===== src/rtl/pic_pkg.sv =====
package pic_pkg;

    // Instruction kind as delivered by the pre-decoder.
    typedef enum logic [1:0] {
        K_ALU  = 2'd0,
        K_LDI  = 2'd1,
        K_LDF  = 2'd2,
        K_FPOP = 2'd3
    } kind_t;

    // True for kinds that travel down the integer-side pipe.
    function automatic logic is_int_side(input kind_t k);
        return k != K_FPOP;
    endfunction

    // True for kinds whose result arrives late (load delay).
    function automatic logic is_load(input kind_t k);
        return (k == K_LDI) || (k == K_LDF);
    endfunction

endpackage


===== src/rtl/pic_slot_mux.sv =====
// Selects which packet half sits in the older issue position.
// Assumes: right_sel is high only while the left half has already issued.
module pic_slot_mux
    import pic_pkg::*;
#(
    parameter int REG_W = 6
) (
    input  logic                  right_sel,
    input  kind_t                 lft_kind,
    input  logic [REG_W-1:0]      lft_rs_a,
    input  logic [REG_W-1:0]      lft_rs_b,
    input  logic [REG_W-1:0]      lft_rd,
    input  kind_t                 rgt_kind,
    input  logic [REG_W-1:0]      rgt_rs_a,
    input  logic [REG_W-1:0]      rgt_rs_b,
    input  logic [REG_W-1:0]      rgt_rd,
    output kind_t                 eff_kind,
    output logic [1:0][REG_W-1:0] eff_rs,
    output logic [REG_W-1:0]      eff_rd
);

    // Route the chosen half onto the older-position fields.
    always_comb begin
        if (right_sel) begin
            eff_kind  = rgt_kind;
            eff_rs[0] = rgt_rs_a;
            eff_rs[1] = rgt_rs_b;
            eff_rd    = rgt_rd;
        end else begin
            eff_kind  = lft_kind;
            eff_rs[0] = lft_rs_a;
            eff_rs[1] = lft_rs_b;
            eff_rd    = lft_rd;
        end
    end

endmodule


===== src/rtl/pic_hazard.sv =====
// Hazard screen for one instruction: scoreboard busy, load shadow, and
// dependence on an older instruction of the same group.
// Assumes: index 0 is the null register; older_rd = 0 means no older slot.
module pic_hazard #(
    parameter int REG_W = 6,
    parameter int NSRC  = 2,
    localparam int NREG = 1 << REG_W
) (
    input  logic [NSRC-1:0][REG_W-1:0] rs,
    input  logic [REG_W-1:0]           own_rd,
    input  logic [NREG-1:0]            busy,
    input  logic                       shd_vld,
    input  logic [REG_W-1:0]           shd_rd,
    input  logic [REG_W-1:0]           older_rd,
    output logic                       blocked
);

    logic [NSRC-1:0] src_hit;
    logic            waw_hit;

    for (genvar i = 0; i < NSRC; i++) begin : g_src
        logic nz;
        logic busy_hit;
        logic shd_hit;
        logic raw_hit;
        // Per-source comparisons; a null index matches nothing.
        always_comb begin
            nz       = rs[i] != '0;
            busy_hit = nz && busy[rs[i]];
            shd_hit  = nz && shd_vld && (rs[i] == shd_rd);
            raw_hit  = nz && (rs[i] == older_rd);
            src_hit[i] = busy_hit || shd_hit || raw_hit;
        end
    end

    // Same-destination conflict with the older slot, then combine.
    always_comb begin
        waw_hit = (own_rd != '0) && (own_rd == older_rd);
        blocked = (|src_hit) || waw_hit;
    end

endmodule


===== src/rtl/pic_load_shadow.sv =====
// Remembers the destination of a load issued in the previous cycle.
// Assumes: at most one load issues per cycle (loads use the older position).
module pic_load_shadow
    import pic_pkg::*;
#(
    parameter int REG_W = 6
) (
    input  logic             clk,
    input  logic             rst_n,
    input  logic             issue,
    input  kind_t            kind,
    input  logic [REG_W-1:0] rd,
    output logic             shd_vld,
    output logic [REG_W-1:0] shd_rd
);

    // Shadow lasts exactly one cycle after the load issues.
    always_ff @(posedge clk) begin
        if (!rst_n) begin
            shd_vld <= 1'b0;
            shd_rd  <= '0;
        end else begin
            shd_vld <= issue && is_load(kind) && (rd != '0);
            shd_rd  <= rd;
        end
    end

endmodule


===== src/rtl/pic_pair_ctl.sv =====
// Issue decision and split-packet state for the two-wide group.
// Assumes: the packet stays stable while fetch_hold is high.
module pic_pair_ctl
    import pic_pkg::*;
(
    input  logic  clk,
    input  logic  rst_n,
    input  logic  pkt_valid,
    input  kind_t lft_kind,
    input  kind_t rgt_kind,
    input  kind_t eff_kind,
    input  logic  eff_blk,
    input  logic  rgt_blk,
    output logic  second_half,
    output logic  eff_go,
    output logic  int_go,
    output logic  int_pick,
    output logic  fp_go,
    output logic  fp_pick,
    output logic  fetch_hold
);

    logic pair_go;
    logic pkt_done;

    // Decide who issues and on which pipe.
    always_comb begin
        eff_go  = pkt_valid && !eff_blk;
        pair_go = !second_half && eff_go && is_int_side(lft_kind)
                  && (rgt_kind == K_FPOP) && !rgt_blk;
        int_go   = eff_go && is_int_side(eff_kind);
        int_pick = int_go && second_half;
        fp_go    = (eff_go && (eff_kind == K_FPOP)) || pair_go;
        fp_pick  = pair_go || (fp_go && second_half);
        pkt_done = second_half ? eff_go : pair_go;
        fetch_hold = pkt_valid && !pkt_done;
    end

    // Track whether the left half of the held packet has left.
    always_ff @(posedge clk) begin
        if (!rst_n) begin
            second_half <= 1'b0;
        end else if (pkt_valid) begin
            if (second_half) second_half <= !eff_go;
            else             second_half <= eff_go && !pair_go;
        end
    end

endmodule


===== src/rtl/pair_issue_ctl.sv =====
// Two-wide in-order issue: pairs an integer-side instruction with a
// following FP operation, splits otherwise, and enforces the load delay.
// Assumes: fetch holds the packet while fetch_hold is high; index 0 is null.
module pair_issue_ctl
    import pic_pkg::*;
#(
    parameter int REG_W = 6,
    localparam int NREG = 1 << REG_W
) (
    input  logic             clk,
    input  logic             rst_n,
    input  logic             pkt_valid,
    input  logic [1:0]       lft_kind,
    input  logic [REG_W-1:0] lft_rs_a,
    input  logic [REG_W-1:0] lft_rs_b,
    input  logic [REG_W-1:0] lft_rd,
    input  logic [1:0]       rgt_kind,
    input  logic [REG_W-1:0] rgt_rs_a,
    input  logic [REG_W-1:0] rgt_rs_b,
    input  logic [REG_W-1:0] rgt_rd,
    input  logic [NREG-1:0]  sb_busy,
    output logic             int_go,
    output logic             int_pick,
    output logic             fp_go,
    output logic             fp_pick,
    output logic             fetch_hold
);

    kind_t                 lk, rk, eff_kind;
    logic [1:0][REG_W-1:0] eff_rs;
    logic [1:0][REG_W-1:0] rgt_rs;
    logic [REG_W-1:0]      eff_rd, eff_rs_a, eff_rs_b, shd_rd;
    logic                  second_half, eff_go, eff_blk, rgt_blk, shd_vld;

    // Cast raw kind codes and pack the right sources.
    always_comb begin
        lk        = kind_t'(lft_kind);
        rk        = kind_t'(rgt_kind);
        rgt_rs[0] = rgt_rs_a;
        rgt_rs[1] = rgt_rs_b;
        eff_rs_a  = eff_rs[0];
        eff_rs_b  = eff_rs[1];
    end

    pic_slot_mux #(.REG_W(REG_W)) u_mux (
        .right_sel(second_half),
        .lft_kind(lk), .lft_rs_a(lft_rs_a), .lft_rs_b(lft_rs_b), .lft_rd(lft_rd),
        .rgt_kind(rk), .rgt_rs_a(rgt_rs_a), .rgt_rs_b(rgt_rs_b), .rgt_rd(rgt_rd),
        .eff_kind(eff_kind), .eff_rs(eff_rs), .eff_rd(eff_rd)
    );

    pic_hazard #(.REG_W(REG_W), .NSRC(2)) u_haz_old (
        .rs(eff_rs), .own_rd(eff_rd), .busy(sb_busy),
        .shd_vld(shd_vld), .shd_rd(shd_rd), .older_rd('0),
        .blocked(eff_blk)
    );

    pic_hazard #(.REG_W(REG_W), .NSRC(2)) u_haz_young (
        .rs(rgt_rs), .own_rd(rgt_rd), .busy(sb_busy),
        .shd_vld(shd_vld), .shd_rd(shd_rd), .older_rd(lft_rd),
        .blocked(rgt_blk)
    );

    pic_load_shadow #(.REG_W(REG_W)) u_shadow (
        .clk(clk), .rst_n(rst_n), .issue(eff_go), .kind(eff_kind), .rd(eff_rd),
        .shd_vld(shd_vld), .shd_rd(shd_rd)
    );

    pic_pair_ctl u_ctl (
        .clk(clk), .rst_n(rst_n), .pkt_valid(pkt_valid),
        .lft_kind(lk), .rgt_kind(rk), .eff_kind(eff_kind),
        .eff_blk(eff_blk), .rgt_blk(rgt_blk),
        .second_half(second_half), .eff_go(eff_go),
        .int_go(int_go), .int_pick(int_pick), .fp_go(fp_go), .fp_pick(fp_pick),
        .fetch_hold(fetch_hold)
    );

endmodule


===== config.mk =====
export PLATFORM = sky130hd
export DESIGN_NAME = pair_issue_ctl
export DESIGN_NICKNAME = d
export VERILOG_FILES = /design/src/rtl/pic_pkg.sv /design/src/rtl/pic_slot_mux.sv /design/src/rtl/pic_hazard.sv /design/src/rtl/pic_load_shadow.sv /design/src/rtl/pic_pair_ctl.sv /design/src/rtl/pair_issue_ctl.sv
export SDC_FILE = /design/constraint.sdc
export NUM_CORES = 1
export LEC_CHECK = 0
export CAP_MARGIN = 20
export CORE_MARGIN = 2
export CORE_UTILIZATION = 35
export CTS_CLUSTER_SIZE = 25
export DETAILED_ROUTE_END_ITERATION = 8
export PLACE_DENSITY = 0.69
export SLEW_MARGIN = 20
export SYNTH_ARGS = -nofsm -noshare
export SYNTH_HDL_FRONTEND = slang
export SYNTH_SLANG_ARGS = --single-unit

===== constraint.sdc =====
create_clock -name clk -period 6.17 [get_ports clk]
set_input_delay 0.617 -clock clk [delete_from_list [all_inputs] [get_ports clk]]
set_output_delay 0.617 -clock clk [all_outputs]
set_load 0.01 [all_outputs]

======== After elaboration in Yosys (flattened, before gate mapping) ========
Index checks and enable logic that the tools add are counted.
word-level totals
  logic and storage cells ................. 94
  bits in registers ....................... 8
  output and inout bits ................... 5
cells by class
  eq/ne operators ......................... 13
  reduce and logical (&&, ||, !) cells .... 61
  $lt $le $gt $ge ......................... 4
  muxes and demuxes ....................... 13
operator list
  kind                  count
  $eq A6 B6 Y1          7
  $reduce_bool A6 Y1    6
  $logic_and A1 B1 Y1   31
  $lt A6 B7 Y1 const B  4
  $bmux W1 S6           4
  $logic_not A6 Y1      3
  $logic_or A1 B1 Y1    13
  $mux W12              1
  $eq A2 B2 Y1 const B  3
  $logic_not A1 Y1      6
  $mux W1               6
  $mux W6               1
  $ne A2 B2 Y1 const B  2
  $reduce_or A2 Y1      2
  $eq A2 B1 Y1 const B  1
  $mux W2               1

======== Logic depth before layout (Yosys ltp) ========
Gate-level depths: netlist of the first run.
  depth in word-level cells ............... 17
  depth in mapped cells ................... 12

======== Cells and area by module ========
Synthesis of the first run repeated with hierarchy kept, for this count alone.
unflattened totals
  cells, all modules ...................... 355
  area total of the unflattened synthesis .. 3803.6 µm²
modules (own cells, without submodules)
  module           cells an instance  area each (µm²)  sequential area each (µm²)  instances
  pic_hazard       148                1559.0           0.0                         2
  pic_slot_mux     22                 322.8            0.0                         1
  pic_load_shadow  18                 220.2            140.1                       1
  pic_pair_ctl     18                 138.9            20.0                        1
  pair_issue_ctl   1                  3.8              0.0                         1

======== Worst setup path after synthesis of the first run ========
OpenSTA, ideal clock, no wires.
  path type ............................... input -> output
  from .................................... input lft_rs_a[0]
  to ...................................... output int_pick
  data arrival time ....................... 2838 ps
  buffers on the path ..................... 2
  stages on the path ...................... 9
  setup slack ............................. 2715 ps
  path through ............................ clkbuf_1 -> mux2i_2 -> buf_6 -> mux2i_1 -> a22oi_1 -> a31oi_1 -> nand4b_1 -> a311o_4 -> nor3b_1
between the ends
  word-level cells in the longest chain between the ends .. 12
  elaborated cells between the ends (all ways) .. 18
  classes of those cells .................. eq/ne: 1; mux: 3; reduce/logical: 14
RTL lines
  element                                                                      line                                source
  start, declared                                                              pair_issue_ctl.sv:14                input logic [REG_W-1:0] lft_rs_a,
  $mux W12 (*)                                                                 pic_slot_mux.sv:24                  if (right_sel) begin
  $bmux W1 S6 / $reduce_bool A6 Y1 (equally long branches)                     pic_hazard.sv:29, pic_hazard.sv:28
  $mux W1 (implied by the code) / $logic_and A1 B1 Y1 (equally long branches)  pic_hazard.sv:29, pic_hazard.sv:30
  $logic_and A1 B1 Y1 (on tied branches)                                       pic_hazard.sv:29, pic_hazard.sv:30
  $logic_or A1 B1 Y1                                                           pic_hazard.sv:32                    src_hit[i] = busy_hit || shd_hit || raw_hit;
  $logic_or A1 B1 Y1 (*)                                                       pic_hazard.sv:32
  $reduce_or A2 Y1 (*)                                                         pic_hazard.sv:39                    blocked = (|src_hit) || waw_hit;
  $logic_or A1 B1 Y1 (*)                                                       pic_hazard.sv:39
  $logic_not A1 Y1 (*)                                                         pic_pair_ctl.sv:28                  eff_go = pkt_valid && !eff_blk;
  $logic_and A1 B1 Y1 (*)                                                      pic_pair_ctl.sv:28
  $logic_and A1 B1 Y1 (*)                                                      pic_pair_ctl.sv:31                  int_go = eff_go && is_int_side(eff_kind);
  $logic_and A1 B1 Y1 (*)                                                      pic_pair_ctl.sv:32                  int_pick = int_go && second_half;
  end, declared                                                                pair_issue_ctl.sv:23                output logic int_pick,
Mark *: on every way between the ends. The rest lies on a longest branch, timed or not. The select of a mux whose other input is x is not followed.

======== Final worst setup path of the first run ========
  from .................................... input lft_rs_a[0]
  to ...................................... output fp_go
between the ends
  word-level cells in the longest chain between the ends .. 15
  elaborated cells between the ends (all ways) .. 22
  classes of those cells .................. eq/ne: 1; mux: 3; reduce/logical: 18
RTL lines
  element                                                                      line                                source
  $mux W12 (*)                                                                 pic_slot_mux.sv:24
  $bmux W1 S6 / $reduce_bool A6 Y1 (equally long branches)                     pic_hazard.sv:29, pic_hazard.sv:28
  $mux W1 (implied by the code) / $logic_and A1 B1 Y1 (equally long branches)  pic_hazard.sv:29, pic_hazard.sv:30
  $logic_and A1 B1 Y1 (on tied branches)                                       pic_hazard.sv:29, pic_hazard.sv:30
  $logic_or A1 B1 Y1                                                           pic_hazard.sv:32
  $logic_or A1 B1 Y1 (*)                                                       pic_hazard.sv:32
  $reduce_or A2 Y1 (*)                                                         pic_hazard.sv:39
  $logic_or A1 B1 Y1 (*)                                                       pic_hazard.sv:39
  $logic_not A1 Y1 (*)                                                         pic_pair_ctl.sv:28
  $logic_and A1 B1 Y1 (*)                                                      pic_pair_ctl.sv:28
  $logic_and A1 B1 Y1 (2 in a row)                                             pic_pair_ctl.sv:29                  pair_go = !second_half && eff_go && is_int_side(lft_kind)
  $logic_and A1 B1 Y1 (2 in a row)                                             pic_pair_ctl.sv:30                  && (rgt_kind == K_FPOP) && !rgt_blk;
  $logic_or A1 B1 Y1 (*)                                                       pic_pair_ctl.sv:33                  fp_go = (eff_go && (eff_kind == K_FPOP)) || pair_go;
  end, declared                                                                pair_issue_ctl.sv:24                output logic fp_go,
Marked as above.

==> results of run 1 <==
## routing by layer
layer / vias up / wire, um / global-route usage (%)
met2: 275 / 7490 / 44.41
met3: 38 / 1484 / 3.407
li1: 2041 / - / -
met1: 2141 / 6315 / 35.64
met4: 0 / 584 / 10.44
met5: - / 0 / 0
## worst paths after layout
check	to	slack (ps)
max	fp_go	1000
min	u_ctl.second_half$_SDFFE_PN0P_	1020
max reg2reg	u_shadow.shd_vld$_SDFF_PN0_	2710
min reg2reg	u_ctl.second_half$_SDFFE_PN0P_	1020
## stage by stage
step	worst slack (ps)	hold WS (ps)	utilization [%]	instances
3_5_place_dp	1090	1007	46.06	686
3_3_place_gp	1216	993.4	46.06	686
5_1_grt	773.8	1052	46.44	689
4_1_cts	1050	1010	46.44	689
6_report	996.0	1021	46.44	689
2_1_floorplan	2715	745.2	-	472
## logic make-up after synthesis
kind of cell / count (synthesis) / synth area share, %
mux: 83 / 32.71
compound gates: 161 / 29.85
fa+ha+maj: 1 / 0.3241
buf+inv: 49 / 6.256
flops: 8 / 4.149
xor+xnor: 41 / 9.303
simple gates: 129 / 17.41
## registers in the layout (all words and copies together), names as in the netlist
name	cells
u_shadow.shd_rd	6
u_ctl.second_half	1
u_shadow.shd_vld	1
## area by class of cell
type | instances | area [um2] | share of cell area [%]
flip-flops and latches | 8 | 161.4 | 3.220
inverters | 4 | 15.01 | 0.2996
repair buffers | 119 | 1161 | 23.17
multi-input cells | 415 | 3458 | 69.00
well taps | 140 | 175.2 | 3.495
clock buffers | 3 | 41.29 | 0.8238
## worst reg2reg max path: cells and delay by family, from the launching register on
| kind | cells | cell delay, ps |
|---|---|---|
| AND/OR/NAND/NOR | 2 | 410 |
| AO/OA/AOI/OAI | 4 | 880 |
| multiplexers | 2 | 980 |
| buffers and inverters | 1 | 390 |
| flip-flops | 1 | 700 |
## layout by cell type, fill, tap and decap left out, drive strengths merged, types with 3 or more instances in the layout
cell type | netlist | routed
a211oi | 3 | 3
a21oi | 13 | 13
a221o | 4 | 4
a221oi | 18 | 18
a22o | 3 | 3
a22oi | 12 | 12
a31oi | 3 | 3
and2 | 3 | 3
buf | 24 | 10
clkbuf | 21 | 3
clkdlybuf4s50 | 0 | 109
dfxtp | 8 | 8
inv | 4 | 4
mux2 | 4 | 4
mux2i | 48 | 48
mux4 | 31 | 31
nand2 | 28 | 28
nand2b | 6 | 6
nand3 | 5 | 5
nand4 | 8 | 8
nor2 | 41 | 41
nor2b | 10 | 10
nor4 | 7 | 7
o211ai | 15 | 15
o21ai | 45 | 45
o221ai | 3 | 3
o22ai | 17 | 17
o32ai | 3 | 3
or2 | 3 | 3
or4 | 5 | 5
xnor2 | 23 | 23
xor2 | 18 | 18
## power by group
part | total (W) | switching (W) | internal [W] | leakage (nW)
registers | 0.0000814 | 0.0000229 | 0.0000584 | 0.0667
clock network | 0.0000636 | 0.0000212 | 0.0000423 | 0.0216
logic | 0.000560 | 0.000298 | 0.000262 | 1.59
==> flow_summary.yaml, run 1 <==
place:
  port_buffers: 111
  hpwl_um: 12420
  placed_area_mm2: 0.004971
  globalplace.congestion: 1.060
floorplanning:
  coreArea_mm2: 0.01079
  dieArea_mm2: 0.01188
  ioPinCount: 112
  die_x_um: 109.0
  die_y_um: 109.0
  floorplan.initialDensity_pct: 35.76
  rows: 38
route:
  routed_wl_um: 15880
  drc: 0
  vias_per_cell: 6.524
  vias: 4495
  postRouteAntennaNets: 0
  drt_iter0_markers: 410
  dr.pass1.iters: 5
  wl_per_cell_um: 23.04
timing:
  final-max-slew-violation-count: 0
  fin_crit_sh_pct: 83.86
  max-slew-margin-rel_pct: 27.60
  skew_ps: 1.287
  hold_viol: 0
  fmax_ghz: 0.1933
  tns_ps: 0
  worstMarginPinSlew_ps: 1056
  rsz0062_at_grt: "no"
  setup_viol: 0
  fin_crit_ps: 5174
synthesis:
  syn-num-nets: 580
  synth_area_leaders: "mux4_2 (18%), mux2i_1 (11%), o21ai_0 (5.7%), xnor2_1 (5.2%), dfxtp_1 (4.1%)"
  synth_ff_type: "dfxtp_1"
  synth_top_cell_by_area: "mux4_2"
  ys_ff_latch: 8
  synth_async_sr_flop_share_pct: 0
  ys_seq_area_share_pct: 4.149
  netlist_instances: 472
  ys_warn_count: 0
  synth_top_area_share_pct: 17.50
  avgSynthCellArea_um2: 8.178
  synth_edf_count: 0
  ys_types: 70
  synth_most_common_cell: "o21ai_0"
  syn_area_mm2: 0.003860
  yosys-top-cells-count: "o21ai_0 (44), mux2i_1 (43), nor2_1 (41)"
critical_path:
  r2r.worst_path.cells: 9
  critical_path.max_fanout: 17
  timing.rr.start: "u_ctl.second_half$_SDFFE_PN0P_"
  cp.arrival_ps: 4560
  critPathLaunchType: "input pin"
  cpLargestDelayFamily: "buffers and inverters"
  crit_path_cell_trace: "clkdlybuf4s50_1 -> mux2i_2 -> buf_4 -> mux2i_1 -> a221o_1 -> a21oi_1 -> a21oi_1 -> nand4b_1 -> a311o_4 -> o21ba_2 -> clkdlybuf4s50_1"
  crit_type: "input pin to primary output"
  crit_buf_inv: 3
  critPathLaunch: "lft_rs_a[0]"
  crit_slowest_cell: "mux2i_2"
  critPathMaxStageDelay_ps: 750
  worstSetupEndpointType: "primary output"
  worstPathRequired_ps: 5550
  cp.depth: 11
clock_network:
  clock_latency_ps: 230
  clockBufferDepth: 2
  cts_tree: "built"
  cts.repair.resized: 0
  root_buffer: "clkbuf_8"
  clock-sinks: 8
  post-cts-setup-buffer-count: 0
  htreeDepth: 1
  postCtsHoldBufs: 0
  clk_pin_slew_ps: 40
  cts_buffers: 3
global_route:
  grt-ovfl-total: 0
  grt_pass1_wl_um: 24600
  antenna_found_initial: 0
  gr-usage-all-layers_pct: 26.91
  grt_pass1_vias: 4378
  grt_max_degree: 41
pwr:
  p_leak_nw: 1.677
  power_density_mw_per_mm2: 140.6
  vdd_drop_max_v: 0.00009283
  finalPower_w: 0.0007048
cells_and_area:
  area_delta_synth_final_pct: 29.85
  drive_above_1_share_pct: 12.20
  final_nets: 659
  fillers: 1067
  diodes: 0
  finalInstanceArea_mm2: 0.005012
status:
  status: "complete, no violations"
min_path:
  hold_path_class: "flop to flop"
  worstHoldStart: "u_ctl.second_half$_SDFFE_PN0P_"
  whs_path_depth: 3
flow_run:
  max-cap-violations: 0
Note: power is estimated with default switching activity, not from simulation.
==> run 2: changes to the inputs <==
--- a/config.mk
+++ b/config.mk
@@ -10,7 +10,7 @@
 export CORE_UTILIZATION = 35
 export CTS_CLUSTER_SIZE = 25
 export DETAILED_ROUTE_END_ITERATION = 8
-export PLACE_DENSITY = 0.69
+export PLACE_DENSITY = 0.71
 export SLEW_MARGIN = 20
 export SYNTH_ARGS = -nofsm -noshare
 export SYNTH_HDL_FRONTEND = slang
==> constraint.sdc (replaced) <==
create_clock -name clk -period 4.26 [get_ports clk]
set_input_delay 0.426 -clock clk [delete_from_list [all_inputs] [get_ports clk]]
set_output_delay 0.426 -clock clk [all_outputs]
set_load 0.01 [all_outputs]
==> run 2 against run 1 <==
- critical path depth unchanged
- non-clock buffer count increased by 21
- wire length increased by 1.3%
- clock-buffer cell count unchanged
- highest routed layer unchanged
- sequential power increased by 47%
- total power increased by 49%
- register-to-register slack got worse by 1400 ps
- final cell count increased by 3.0%
- die area unchanged
- utilization increased by 1.8 points
- via count increased by 3.2%
- sequential share of layout area decreased by 0.070 points
- largest cell class unchanged
==> flow_summary.yaml, run 2 (synthesis gave the netlist of run 1 again) <==
status:
  status: "complete, no violations"
min_path:
  hold_path_end: "u_ctl.second_half$_SDFFE_PN0P_"
  worstHoldStart: "u_ctl.second_half$_SDFFE_PN0P_"
  hold_path_class: "flop to flop"
  whs_path_depth: 3
pwr:
  vdd_drop_max_v: 0.0001202
  pwr-share-seq_pct: 11.4
  p_leak_nw: 1.792
  power_density_mw_per_mm2: 202.4
  clkPwrFrac_pct: 8.7
  switching_share_pct: 47.46
  power_frac_comb_pct: 79.9
  p_int_w: 0.0005534
  p_switching_w: 0.0004998
critical_path:
  timing.rr.start: "u_ctl.second_half$_SDFFE_PN0P_"
  critPathLaunchType: "input pin"
  worstPathRequired_ps: 3830
  critical_path.max_fanout: 9
  r2r_slack_ps: 1330
  r2r.worst_path.cells: 9
  cp.arrival_ps: 3650
  r2r-end: "u_ctl.second_half$_SDFFE_PN0P_"
  crit_type: "input pin to primary output"
  worstSetupEndpointType: "primary output"
cells_and_area:
  postLayoutCoreUtil_pct: 48.21
  top_regs: "u_shadow.shd_rd: 6 flops, u_ctl.second_half: 1 flops, u_shadow.shd_vld: 1 flops"
  mostFrequentLayoutCell: "clkdlybuf4s50_1"
  fillers: 1058
  fin_cells: 710
  top_register: "u_shadow.shd_rd"
  drive_above_1_share_pct: 15.79
  largest_reg_flops: 6
  diodes: 0
  area_delta_synth_final_pct: 34.81
  final_nets: 680
  layout_common_cells: "clkdlybuf4s50_1 (109), o21ai_0 (44), mux2i_1 (42), nor2_1 (41), mux4_2 (30)"
timing:
  tns_ps: 0
  rsz0062_at_grt: "no"
  worstMarginPinSlew_ps: 666.1
  timing.hold.ws_ps: 902.9
  final-max-slew-violation-count: 0
  hold_viol: 0
  skew_ps: 3.248
  fin_crit_sh_pct: 95.70
  fmax_ghz: 0.2453
  setup_viol: 0
  fin_crit_ps: 4077
  max-slew-margin-rel_pct: 54.72
route:
  drc: 0
  postRouteAntennaNets: 0
  vias_per_cell: 6.537
  routed_wl_um: 16080
  dr.pass1.iters: 7
  wl_per_cell_um: 22.65
  vias: 4641
  drt_iter0_markers: 402
place:
  dp_cells: 707
  globalplace.congestion: 1.047
  hpwl_um: 12850
  port_buffers: 111
floorplanning:
  rows: 38
  coreArea_mm2: 0.01079
  dieArea_mm2: 0.01188
  die_y_um: 109.0
  ioPinCount: 112
  die_x_um: 109.0
  floorplan.initialDensity_pct: 35.76
clock_network:
  htreeDepth: 1
  root_buffer: "clkbuf_8"
  cts.repair.resized: 0
  clock-sinks: 8
  cts_tree: "built"
  post-cts-setup-buffer-count: 0
  clock_latency_ps: 230
  clockBufferDepth: 2
  cts_buffers: 3
  postCtsHoldBufs: 0
  clk_pin_slew_ps: 40
global_route:
  grt-ovfl-total: 0
  gr-usage-all-layers_pct: 26.73
  antenna_found_initial: 0
  grt_max_degree: 27
  grt_pass1_vias: 4452
  grt_pass1_wl_um: 24710
flow_run:
  max-cap-violations: 0
==> run 2: cell count changes in the layout (fill, tap and decap cells not counted) <==
| cell | change |
|---|---|
| buf_12 | +2 |
| buf_4 | +19 |
| dfxtp_2 | -1 |
| dfxtp_4 | +1 |
| mux2i_1 | -1 |
| mux2i_2 | +1 |
| nand2b_1 | -1 |
| nand2b_2 | +1 |
==> run 2: metrics by stage <==
| stage | power, W | worst slack (ps) | cell area (um2) |
|---|---|---|---|
| after floorplan | 0.0006340 | 1187 | 3860 |
| after global placement | 0.0009349 | 262.5 | 5154 |
| after detailed placement | 0.0009388 | 233.4 | 5154 |
| after CTS | 0.001034 | 111.2 | 5195 |
| after global routing | 0.001111 | 66.76 | 5204 |
| final | 0.001053 | 183.1 | 5204 |
==> run 2: final cells by class <==
cell class | count | area (um2) | area share (%)
tap | 140 | 175.2 | 3.366
clock buffer | 3 | 41.29 | 0.7935
inverter | 4 | 15.01 | 0.2885
sequential | 8 | 163.9 | 3.150
multi-input combinational | 415 | 3465 | 66.58
timing repair buffer | 140 | 1344 | 25.82
==> run 2: worst max-delay path by stage <==
stage               slack [ps]                           start          to  depth (start not counted)
global placement           260                     rgt_rs_a[2]     fp_pick                          9
detailed placement         230                     rgt_rs_a[2]     fp_pick                          9
finish                     180                     rgt_rs_b[5]  fetch_hold                         11
global route                70                     rgt_rs_b[1]       fp_go                         10
CTS                        110  u_ctl.second_half$_SDFFE_PN0P_  fetch_hold                         10
floorplan                 1190                     lft_rs_a[0]    int_pick                          9
==> run 2: critical path: stages <==
cell and delay, ps:
clkdlybuf4s50_1 510, buf_4 180, and3b_1 220, o21ai_0 490
a221oi_1 110, a22oi_1 340, a21boi_0 170, a311oi_2 300
a311o_4 230, o21a_1 150, clkdlybuf4s50_1 520
==> run 2: power groups by stage <==
stage / sequential, W / combinational [W] / clock (W)
floorplan: 0.0000939 / 0.000540 / 0
global placement: 0.000120 / 0.000815 / 0
detailed placement: 0.000118 / 0.000821 / 0
CTS: 0.000118 / 0.000825 / 0.0000914
global route: 0.000121 / 0.000895 / 0.0000952
finish: 0.000120 / 0.000842 / 0.0000914
==> run 2: layer usage <==
| layer | track usage, % | part of all wire, % | up-vias |
|---|---|---|---|
| met5 | 0 | 0 | - |
| met4 | 8.059 | 3.9 | 0 |
| met3 | 3.527 | 8.8 | 55 |
| met2 | 45.43 | 48 | 287 |
| met1 | 35.18 | 40 | 2216 |
| li1 | - | - | 2083 |
